### src/rtl/hbx_pkg.sv
package hbx_pkg;
  localparam int unsigned HBX_PORTS = 4;
  localparam int unsigned HBX_CNT_W = 16;

  // Next index in a ring of n entries.
  function automatic int unsigned ring_next(input int unsigned idx, input int unsigned n);
    return (idx + 1 >= n) ? 0 : idx + 1;
  endfunction
endpackage

### src/rtl/hbx_budget.sv
module hbx_budget #(
  parameter int unsigned CNT_W = hbx_pkg::HBX_CNT_W
) (
  input  logic             clk,
  input  logic             rst_n,
  input  logic [CNT_W-1:0] cfg_count,
  input  logic             fire,
  input  logic             held,
  output logic             done
);
  logic [CNT_W-1:0] used;
  logic [CNT_W-1:0] lim;

  // Budget of zero behaves like one.
  assign lim  = (cfg_count == '0) ? '0 : cfg_count - 1'b1;
  assign done = fire && (used >= lim);

  always_ff @(posedge clk) begin
    if (!rst_n)       used <= '0;
    else if (done)    used <= '0;
    else if (fire)    used <= used + 1'b1;
    else if (!held)   used <= '0;
  end

  AST_BUDGET_BOUND: assert property (@(posedge clk) disable iff (!rst_n)
    used <= lim);
  AST_ZERO_IS_ONE: assert property (@(posedge clk) disable iff (!rst_n)
    (fire && cfg_count == '0) |=> (used == '0));
endmodule

### src/rtl/hbx_pick.sv
module hbx_pick #(
  parameter int unsigned N = hbx_pkg::HBX_PORTS,
  parameter int unsigned W = $clog2(N)
) (
  input  logic [N-1:0] req,
  input  logic [W-1:0] start,
  input  logic         pref_en,
  input  logic [W-1:0] pref_id,
  output logic         any,
  output logic [W-1:0] win
);
  always_comb begin
    logic found;
    found = 1'b0;
    win   = start;
    any   = |req;
    for (int off = 0; off < int'(N); off++) begin
      int unsigned idx;
      idx = (int'(start) + off) % N;
      if (!found && req[idx]) begin
        win   = W'(idx);
        found = 1'b1;
      end
    end
    if (pref_en && (int'(pref_id) < int'(N)) && req[pref_id]) win = pref_id;
  end
endmodule

### src/rtl/hbx_slot.sv
module hbx_slot #(
  parameter int unsigned N = hbx_pkg::HBX_PORTS,
  parameter int unsigned W = $clog2(N)
) (
  input  logic         clk,
  input  logic         rst_n,
  input  logic [N-1:0] req,
  input  logic [N-1:0] done,
  input  logic         pref_en,
  input  logic [W-1:0] pref_id,
  output logic         owner_vld,
  output logic [W-1:0] owner_id
);
  logic [W-1:0] ptr;
  logic [W-1:0] nxt;
  logic [W-1:0] start;
  logic [W-1:0] win;
  logic         any;
  logic         own_req;
  logic         own_done;
  logic         rel;
  logic         arb_go;

  assign own_req  = owner_vld && req[owner_id];
  assign own_done = owner_vld && done[owner_id];
  assign rel      = owner_vld && (!own_req || own_done);
  assign arb_go   = !owner_vld || rel;
  assign nxt      = W'(hbx_pkg::ring_next(int'(owner_id), N));
  assign start    = rel ? nxt : ptr;

  hbx_pick #(.N(N), .W(W)) u_pick (
    .req     (req),
    .start   (start),
    .pref_en (pref_en),
    .pref_id (pref_id),
    .any     (any),
    .win     (win)
  );

  always_ff @(posedge clk) begin
    if (!rst_n) begin
      owner_vld <= 1'b0;
      owner_id  <= '0;
      ptr       <= '0;
    end else begin
      if (rel) ptr <= nxt;
      if (arb_go) begin
        owner_vld <= any;
        if (any) owner_id <= win;
      end
    end
  end

  AST_PREF_AT_BOUNDARY: assert property (@(posedge clk) disable iff (!rst_n)
    (arb_go && pref_en && req[pref_id]) |=> (owner_vld && owner_id == $past(pref_id)));
  AST_HOLD_OWNER: assert property (@(posedge clk) disable iff (!rst_n)
    (owner_vld && req[owner_id] && !done[owner_id]) |=> (owner_vld && $stable(owner_id)));
endmodule

### src/rtl/hbx_xbar_arb.sv
module hbx_xbar_arb #(
  parameter int unsigned NUM_M = hbx_pkg::HBX_PORTS,
  parameter int unsigned NUM_T = hbx_pkg::HBX_PORTS,
  parameter int unsigned CNT_W = hbx_pkg::HBX_CNT_W,
  localparam int unsigned MW   = $clog2(NUM_M),
  localparam int unsigned TW   = $clog2(NUM_T)
) (
  input  logic                   clk,
  input  logic                   rst_n,
  input  logic [NUM_M*CNT_W-1:0] cfg_txn_count,
  input  logic                   pref_en,
  input  logic [MW-1:0]          pref_id,
  input  logic [NUM_M-1:0]       mst_valid,
  input  logic [NUM_M*TW-1:0]    mst_target,
  output logic [NUM_M-1:0]       mst_ready,
  output logic [NUM_T-1:0]       tgt_valid,
  input  logic [NUM_T-1:0]       tgt_ready,
  output logic [NUM_T*MW-1:0]    tgt_owner,
  output logic [NUM_T-1:0]       tgt_busy
);
  logic [NUM_T-1:0][NUM_M-1:0] req_map;
  logic [NUM_M-1:0][NUM_T-1:0] held_map;
  logic [NUM_M-1:0][NUM_T-1:0] acc_map;
  logic [NUM_T-1:0][MW-1:0]    own_id;
  logic [NUM_T-1:0]            own_vld;
  logic [NUM_M-1:0]            fire;
  logic [NUM_M-1:0]            held;
  logic [NUM_M-1:0]            done;

  for (genvar t = 0; t < NUM_T; t++) begin : g_map
    for (genvar m = 0; m < NUM_M; m++) begin : g_m
      assign req_map[t][m]  = mst_valid[m] && (mst_target[m*TW +: TW] == TW'(t));
      assign held_map[m][t] = own_vld[t] && (own_id[t] == MW'(m));
      assign acc_map[m][t]  = held_map[m][t] && req_map[t][m] && tgt_ready[t];
    end
  end

  for (genvar t = 0; t < NUM_T; t++) begin : g_slot
    hbx_slot #(.N(NUM_M), .W(MW)) u_slot (
      .clk       (clk),
      .rst_n     (rst_n),
      .req       (req_map[t]),
      .done      (done),
      .pref_en   (pref_en),
      .pref_id   (pref_id),
      .owner_vld (own_vld[t]),
      .owner_id  (own_id[t])
    );
    assign tgt_valid[t]             = own_vld[t] && req_map[t][own_id[t]];
    assign tgt_owner[t*MW +: MW]    = own_id[t];
    assign tgt_busy[t]              = own_vld[t];
  end

  for (genvar m = 0; m < NUM_M; m++) begin : g_mst
    assign mst_ready[m] = |acc_map[m];
    assign held[m]      = |held_map[m];
    assign fire[m]      = mst_valid[m] && mst_ready[m];

    hbx_budget #(.CNT_W(CNT_W)) u_budget (
      .clk       (clk),
      .rst_n     (rst_n),
      .cfg_count (cfg_txn_count[m*CNT_W +: CNT_W]),
      .fire      (fire[m]),
      .held      (held[m]),
      .done      (done[m])
    );

    AST_ONE_TARGET: assert property (@(posedge clk) disable iff (!rst_n)
      $onehot0(held_map[m]));
    AST_READY_ROUTED: assert property (@(posedge clk) disable iff (!rst_n)
      mst_ready[m] |-> (tgt_valid[mst_target[m*TW +: TW]] && tgt_ready[mst_target[m*TW +: TW]]));
  end
endmodule

### config.mk
export PLATFORM = sky130hd
export DESIGN_NAME = hbx_xbar_arb
export DESIGN_NICKNAME = d
export VERILOG_FILES = /design/src/rtl/hbx_pkg.sv /design/src/rtl/hbx_budget.sv /design/src/rtl/hbx_pick.sv /design/src/rtl/hbx_slot.sv /design/src/rtl/hbx_xbar_arb.sv
export SDC_FILE = /design/constraint.sdc
export NUM_CORES = 1
export LEC_CHECK = 0
export BUFFER_PORTS_ARGS = -buffer_cell sky130_fd_sc_hd__buf_2
export CAP_MARGIN = 40
export CORE_MARGIN = 5
export CORE_UTILIZATION = 45
export CTS_BUF_LIST = sky130_fd_sc_hd__clkbuf_8
export DETAILED_ROUTE_END_ITERATION = 10
export SLEW_MARGIN = 20
export SYNTH_ARGS = -nofsm -noshare
export SYNTH_HDL_FRONTEND = slang
export SYNTH_SLANG_ARGS = --single-unit
export TNS_END_PERCENT = 30
### constraint.sdc
create_clock -name clk -period 5.7 [get_ports clk]
set_clock_uncertainty 0.2 [all_clocks]
set_input_delay 0.57 -clock clk [delete_from_list [all_inputs] [get_ports clk]]
set_output_delay 0.57 -clock clk [all_outputs]
set_load 0.1 [all_outputs]
==> results of run 1 <==
[power by group]
part,internal (W),total [W],leakage [nW],switching (W)
combinational,0.000133,0.000394,3.23,0.000260
clock,0.000223,0.000447,0.104,0.000224
sequential,0.000598,0.000625,0.679,0.0000273
[cell type report]
type | instances | area [µm²] | area share [%]
Multi-Input combinational cell | 974 | 6382 | 68.58
Sequential cell | 84 | 1682 | 18.07
Timing Repair Buffer | 115 | 603.1 | 6.480
Tap cell | 234 | 292.8 | 3.146
Clock buffer | 11 | 151.4 | 1.627
Inverter | 38 | 142.6 | 1.533
Clock inverter | 5 | 52.55 | 0.5647
[critical path: cells and delay by family]
kind                       cells  cell delay, ps
and+or+nand+nor                9            2160
xor gates and xnor gates       1             170
adders and majority gates      1             290
muxes                          1             310
buffers and inverters          2             330
AOI/OAI and AO/OA              5            1370
[metrics by stage]
stage / hold slack, ps / instances / power [W] / util (%)
detailed placement: 280.0 / 1445 / 0.001030 / 48.99
finish: 291.5 / 1461 / 0.001466 / 50.09
global placement: 268.8 / 1445 / 0.001031 / 48.99
CTS: 292.0 / 1461 / 0.001482 / 50.09
global route: 318.6 / 1461 / 0.001549 / 50.09
floorplan: 256.0 / 1143 / 0.0009160 / -
[path summary, 6_finish.rpt]
check                                    start                      endpoint  slack, ps  cells past startpoint
setup / recovery             cfg_txn_count[37]  g_slot[1].u_slot.owner_id[0]        630                     19
hold / removal      g_mst[1].u_budget.used[15]    g_mst[1].u_budget.used[15]        290                      2
setup reg to reg  g_slot[0].u_slot.owner_id[1]  g_slot[1].u_slot.owner_id[0]       1940                     10
hold reg to reg     g_mst[1].u_budget.used[15]    g_mst[1].u_budget.used[15]        290                      2
[sequential cells by signal, summed over array words and instances, names as in the netlist]
signal and cells:
g_slot.u_slot.ptr 8, g_mst.u_budget.used 64, g_slot.u_slot.owner_vld 4, g_slot.u_slot.owner_id 8
[cells in the final DEF (no fill, tap or decap), drive strengths merged, types with 6 or more instances in the layout]
cell type / n
nand2: 167
buf: 115
nor2: 101
ha: 96
dfxtp: 84
a21oi: 80
nand3: 75
o21ai: 53
xor2: 42
inv: 38
nor3: 37
and3: 21
nor4: 21
nor3b: 18
nand4: 17
nand2b: 15
xnor2: 15
a211oi: 15
and2: 14
a31oi: 13
mux2i: 12
nand3b: 11
or3: 11
clkbuf: 11
or4: 10
o211ai: 10
nor2b: 8
a22oi: 8
a311oi: 8
or2: 7
mux2: 7
o211a: 6
and4: 6
[metal layers]
metal | share of wire, % | track usage (%) | wire [µm] | vias up
met3 | 4.1 | 3.701 | 914 | 9
li1 | - | - | - | 4347
met2 | 46 | 33.03 | 10350 | 154
met1 | 49 | 28.40 | 10960 | 3849
met5 | 0.049 | 0 | 11 | -
met4 | 0.55 | 2.889 | 122 | 2
[cells by family (layout without fill, tap and decap cells)]
family	after synthesis	in the layout
buffers and inverters	85	169
DFF	84	84
and+or+nand+nor	555	555
xor gates and xnor gates	57	57
muxes	21	21
AOI/OAI and AO/OA	245	245
adders and majority gates	96	96
==> run metrics, run 1 <==
sequential share of the synthesized area 19.91%; PortBufs 104; via count 8361; Final setup viols 0; CTS tree done; clk buf depth 2; CP Max Fanout 4; share of layout cells above drive strength 1 between 10% and 20%; Worst Setup End Kind flip-flop; first-pass GRT wire length roughly 37000 µm; Max-slew headroom 49.47%; GRT overflow 0; Initial Util 45.45%; DRT Pass-1 Iters 5; Num Clock Sinks 84; vias per cell about 5.7; worst path cell trace buf_2 -> or4_1 -> nor3_1 -> nand2_1 -> nor4_1 -> xor2_1 -> nand2_1 -> ha_1 -> and4_1 -> nand3_1 -> a221o_1 -> a31oi_1 -> buf_4 -> o221ai_1 -> mux2_2 -> a21boi_0 -> nand3_1 -> nand4b_1 -> o21ai_1; syn nets 1324; clock slew seen by the registers of the worst setup and hold paths 80 ps; mux contribution to synthesized area 2.978%; Unique masters post-synth 87; CTS root buf clkbuf_8; total CTS buffers 9; fin nets 1403; number of DRC markers in iteration 0 635; status finished clean; area grow syn2layout 10.21%; minimum clock period ~5100 ps; Final Hold Fails 0; maximum capacitance violations 0; PwrDens 157.6 mW/mm²; Mapped Area around 0.0084 mm²; CTS resizes 0; H-tree depth 3; Pleak 4.016 nW; wire length per cell 15.31 µm; post-CTS repair timing setup buffer count 0; largest family of logic cells by synthesized area simple AND/OR/NAND/NOR gates; CP arrival 5190 ps; Die X ~150 µm; Synth area leader dfxtp_1; post-DP HPWL 17800 µm; Post-Syn Area per Cell about 7.4 µm²; Residual DRC 0; WS Path Type primary input to flip-flop; largest cells by area after synthesis dfxtp_1 (20%), ha_1 (14%), nand2_1 (7.4%), a21oi_1 (4.7%), nor2_1 (4.4%); max-slew violations 0; Core Area 0.01858 mm²; routed wire length ~22000 µm; cell with the most instances after synthesis nand2_1; Fin Setup TNS 0 ps; synthesized-area fraction occupied by xor and xnor cells 5.912%; vias in the first global route 7607; die area ~0.022 mm²; area share of the largest cell type after synthesis 19.91%; num ports 105; Synth Instances roughly 1100; slowest CP cell or4_1; initial antenna violation count 1; Post-synth EDFFs 0; RSZ-0062 raised after global routing false; Post-synth top cells nand2_1 (167), nor2_1 (100), ha_1 (96), dfxtp_1 (84), a21oi_1 (79); Final period util around 89%; Chip Height approximately 150 µm; fmax 0.1972 GHz; worst setup margin 628.6 ps; n_diodes 0; largest net degree at the start of global routing 27; cell area after layout just over 0.009 mm²; Least-Margin Pin Slew around 760 ps; VDD IR-drop max 0.1437 mV; Synth Area in Adders between 10% and 20%; Max stage delay on crit path 570 ps; gr usage total 20.16%; fillers 1917; Worst-Skew Late Latency 380 ps; row cnt 50; Hold-fix buffers, CTS 0; required time of the critical path 5810 ps; Synth Area in Compound Gates 19.28%; Placed Area 0.009102 mm²; Hold Crit Class flip-flop to flip-flop; post-route ant nets 0; Critical Path Source Type primary input; pre-CTS setup slack 292.4 ps; ys flop type dfxtp_1; Yosys reg bits 84; global placement routability congestion about 0.85; Synth Warn # 0; simple-gate share of the synthesized area 33.19%; asr flop ratio synth 0%
Power figures use the tool's default switching activity.
==> inputs of run 2 (changes only) <==
Settings changed: CELL_PAD_IN_SITES_DETAIL_PLACEMENT from default to 1, CELL_PAD_IN_SITES_GLOBAL_PLACEMENT from default to 1, PLACE_DENSITY_LB_ADDON from default to 0.1.
==> run metrics, run 2 (synthesis gave the netlist of run 1 again) <==
status finished clean; GRT overflow 0 (unchanged); num ports 105 (unchanged); Fin Setup TNS 0 ps (unchanged); max-slew violations 0 (unchanged); max reg flops 64 (unchanged); CTS root buf clkbuf_8; vias in the first global route 8611 (+13%); fillers 2446 (+28%); vias per cell 5.970 (+4.3%); via count 8722 (+4.3%); Largest regs g_mst.u_budget.used (64), g_slot.u_slot.owner_id (8), g_slot.u_slot.ptr (8); Core Area 0.01858 mm² (unchanged); slowest CP cell or4b_1; global placement routability congestion 0.8964 (+5.0%); share of layout cells above drive strength 1 13.45% (+0.16 points); Critical Path Source Type primary input; minimum clock period 5184 ps (+112.6 ps); die area 0.02160 mm² (unchanged); post-CTS repair timing setup buffer count 0 (unchanged); Multi-input gate area 0.006382 mm² (unchanged); worst path cell trace buf_2 -> or4_1 -> nor4_1 -> nand2b_1 -> nor2_1 -> nand4b_1 -> nand2_1 -> ha_1 -> nand4_1 -> nor3_1 -> o2111ai_1 -> a31oi_2 -> nor4_1 -> or4b_1 -> mux2_4 -> o31ai_2 -> a31oi_1 -> a32o_1; gr usage total 22.92% (+2.8 points); clock slew seen by the registers of the worst setup and hold paths 90 ps (about the same); Num Clock Sinks 84 (unchanged); Hold Crit Class flip-flop to flip-flop; PwrDens 162.7 mW/mm² (+3.3%); wire length per cell 17.41 µm (+14%); Die X 147.0 µm (unchanged); post-layout util 50.15% (+0.061 points); WS Path Type primary input to flip-flop; routed wire length 25430 µm (+14%); row cnt 50 (unchanged); Chip Height 147.0 µm (unchanged); Pleak 4.022 nW (+0.15%); Final Hold Fails 0 (unchanged); Max-slew headroom 46.03% (-3.4 points); Final period util 90.95% (+2.0 points); CP Max Fanout 10 (+6); DRT Pass-1 Iters 5 (unchanged); clk buf depth 2 (unchanged); fin nets 1403 (unchanged); FF/Latch Area 0.001682 mm² (unchanged); CTS resizes 0 (unchanged); maximum capacitance violations 0 (unchanged); largest net degree at the start of global routing 27 (unchanged); Hold-fix buffers, CTS 0 (unchanged); n_diodes 0 (unchanged); RSZ-0062 raised after global routing false; total CTS buffers 9 (unchanged); Worst Setup End Kind flip-flop; post-DP HPWL 20230 µm (+14%); Worst-Skew Late Latency 380 ps (about the same); H-tree depth 3 (unchanged); most common cell after layout, fill and taps aside nand2_1; Max stage delay on crit path 650 ps (+80 ps); CTS tree done; Final setup viols 0 (unchanged); Residual DRC 0 (unchanged); first-pass GRT wire length 41910 µm (+13%); CP dominant cell by count nor4_1; PortBufs 104 (unchanged); Least-Margin Pin Slew 807.8 ps (+49.92 ps); number of DRC markers in iteration 0 411 (-35%); final hold slack 296.8 ps (+5.242 ps); VDD IR-drop max 0.1301 mV (-9.5%); CP arrival 5260 ps (+70 ps); most flop-heavy register g_mst.u_budget.used; post-route ant nets 0 (unchanged); required time of the critical path 5780 ps (-30 ps); fmax 0.1929 GHz (-2.2%); initial antenna violation count 0 (-1); Initial Util 45.45% (unchanged); area grow syn2layout 10.34%; most frequent cells in the layout nand2_1 (167), buf_2 (104), nor2_1 (100)
## run 2: path summary, 6_finish.rpt
check,startpoint,endpoint,slack (ps),cells past startpoint
worst max-delay path,cfg_txn_count[57],g_slot[3].u_slot.owner_id[1],520,18
worst min-delay path,g_mst[1].u_budget.used[15],g_mst[1].u_budget.used[15],300,2
worst max register to register,g_slot[0].u_slot.owner_id[1],g_slot[1].u_slot.owner_id[1],1790,9
worst min register to register,g_mst[1].u_budget.used[15],g_mst[1].u_budget.used[15],300,2
## run 2: metrics by stage
stage | instance area [µm²] | worst slack [ps] | total power, W | cells
finish | 9318 | 515.9 | 0.001516 | 1461
global route | 9318 | 88.58 | 0.001598 | 1461
CTS | 9318 | 514.6 | 0.001529 | 1461
detailed placement | 9102 | 118.6 | 0.001041 | 1445
global placement | 9102 | 263.4 | 0.001033 | 1445
floorplan | 8444 | 709.8 | 0.0009160 | 1143
## run 2: per-layer routing
layer	track usage [%]	vias to the layer above	wire (µm)
li1	-	4349	-
met1	31.93	4187	12280
met2	37.43	172	11690
met3	4.411	14	1275
met4	4.007	0	186
met5	0	-	0
## run 2: critical path, delay by kind of cell
kind	cells	cell delay [ps]
AOI/OAI and AO/OA	5	1120
adders and majority gates	1	160
buffers and inverters	1	110
muxes	1	360
and+or+nand+nor	10	2910
## run 2: where the power goes
part           internal [W]  leakage (nW)  total, W  switching [W]
clock network      0.000245         0.109  0.000485       0.000239
logic              0.000135          3.23  0.000405       0.000270
registers          0.000598         0.679  0.000626      0.0000285
## run 2: final cells by class
class,count,area share (%)
clock inverters,7,0.9803
flip-flops and latches,84,18.05
multi-input cells,974,68.50
inverters,38,1.531
clock buffers,9,1.329
well taps,234,3.142
repair buffers,115,6.472
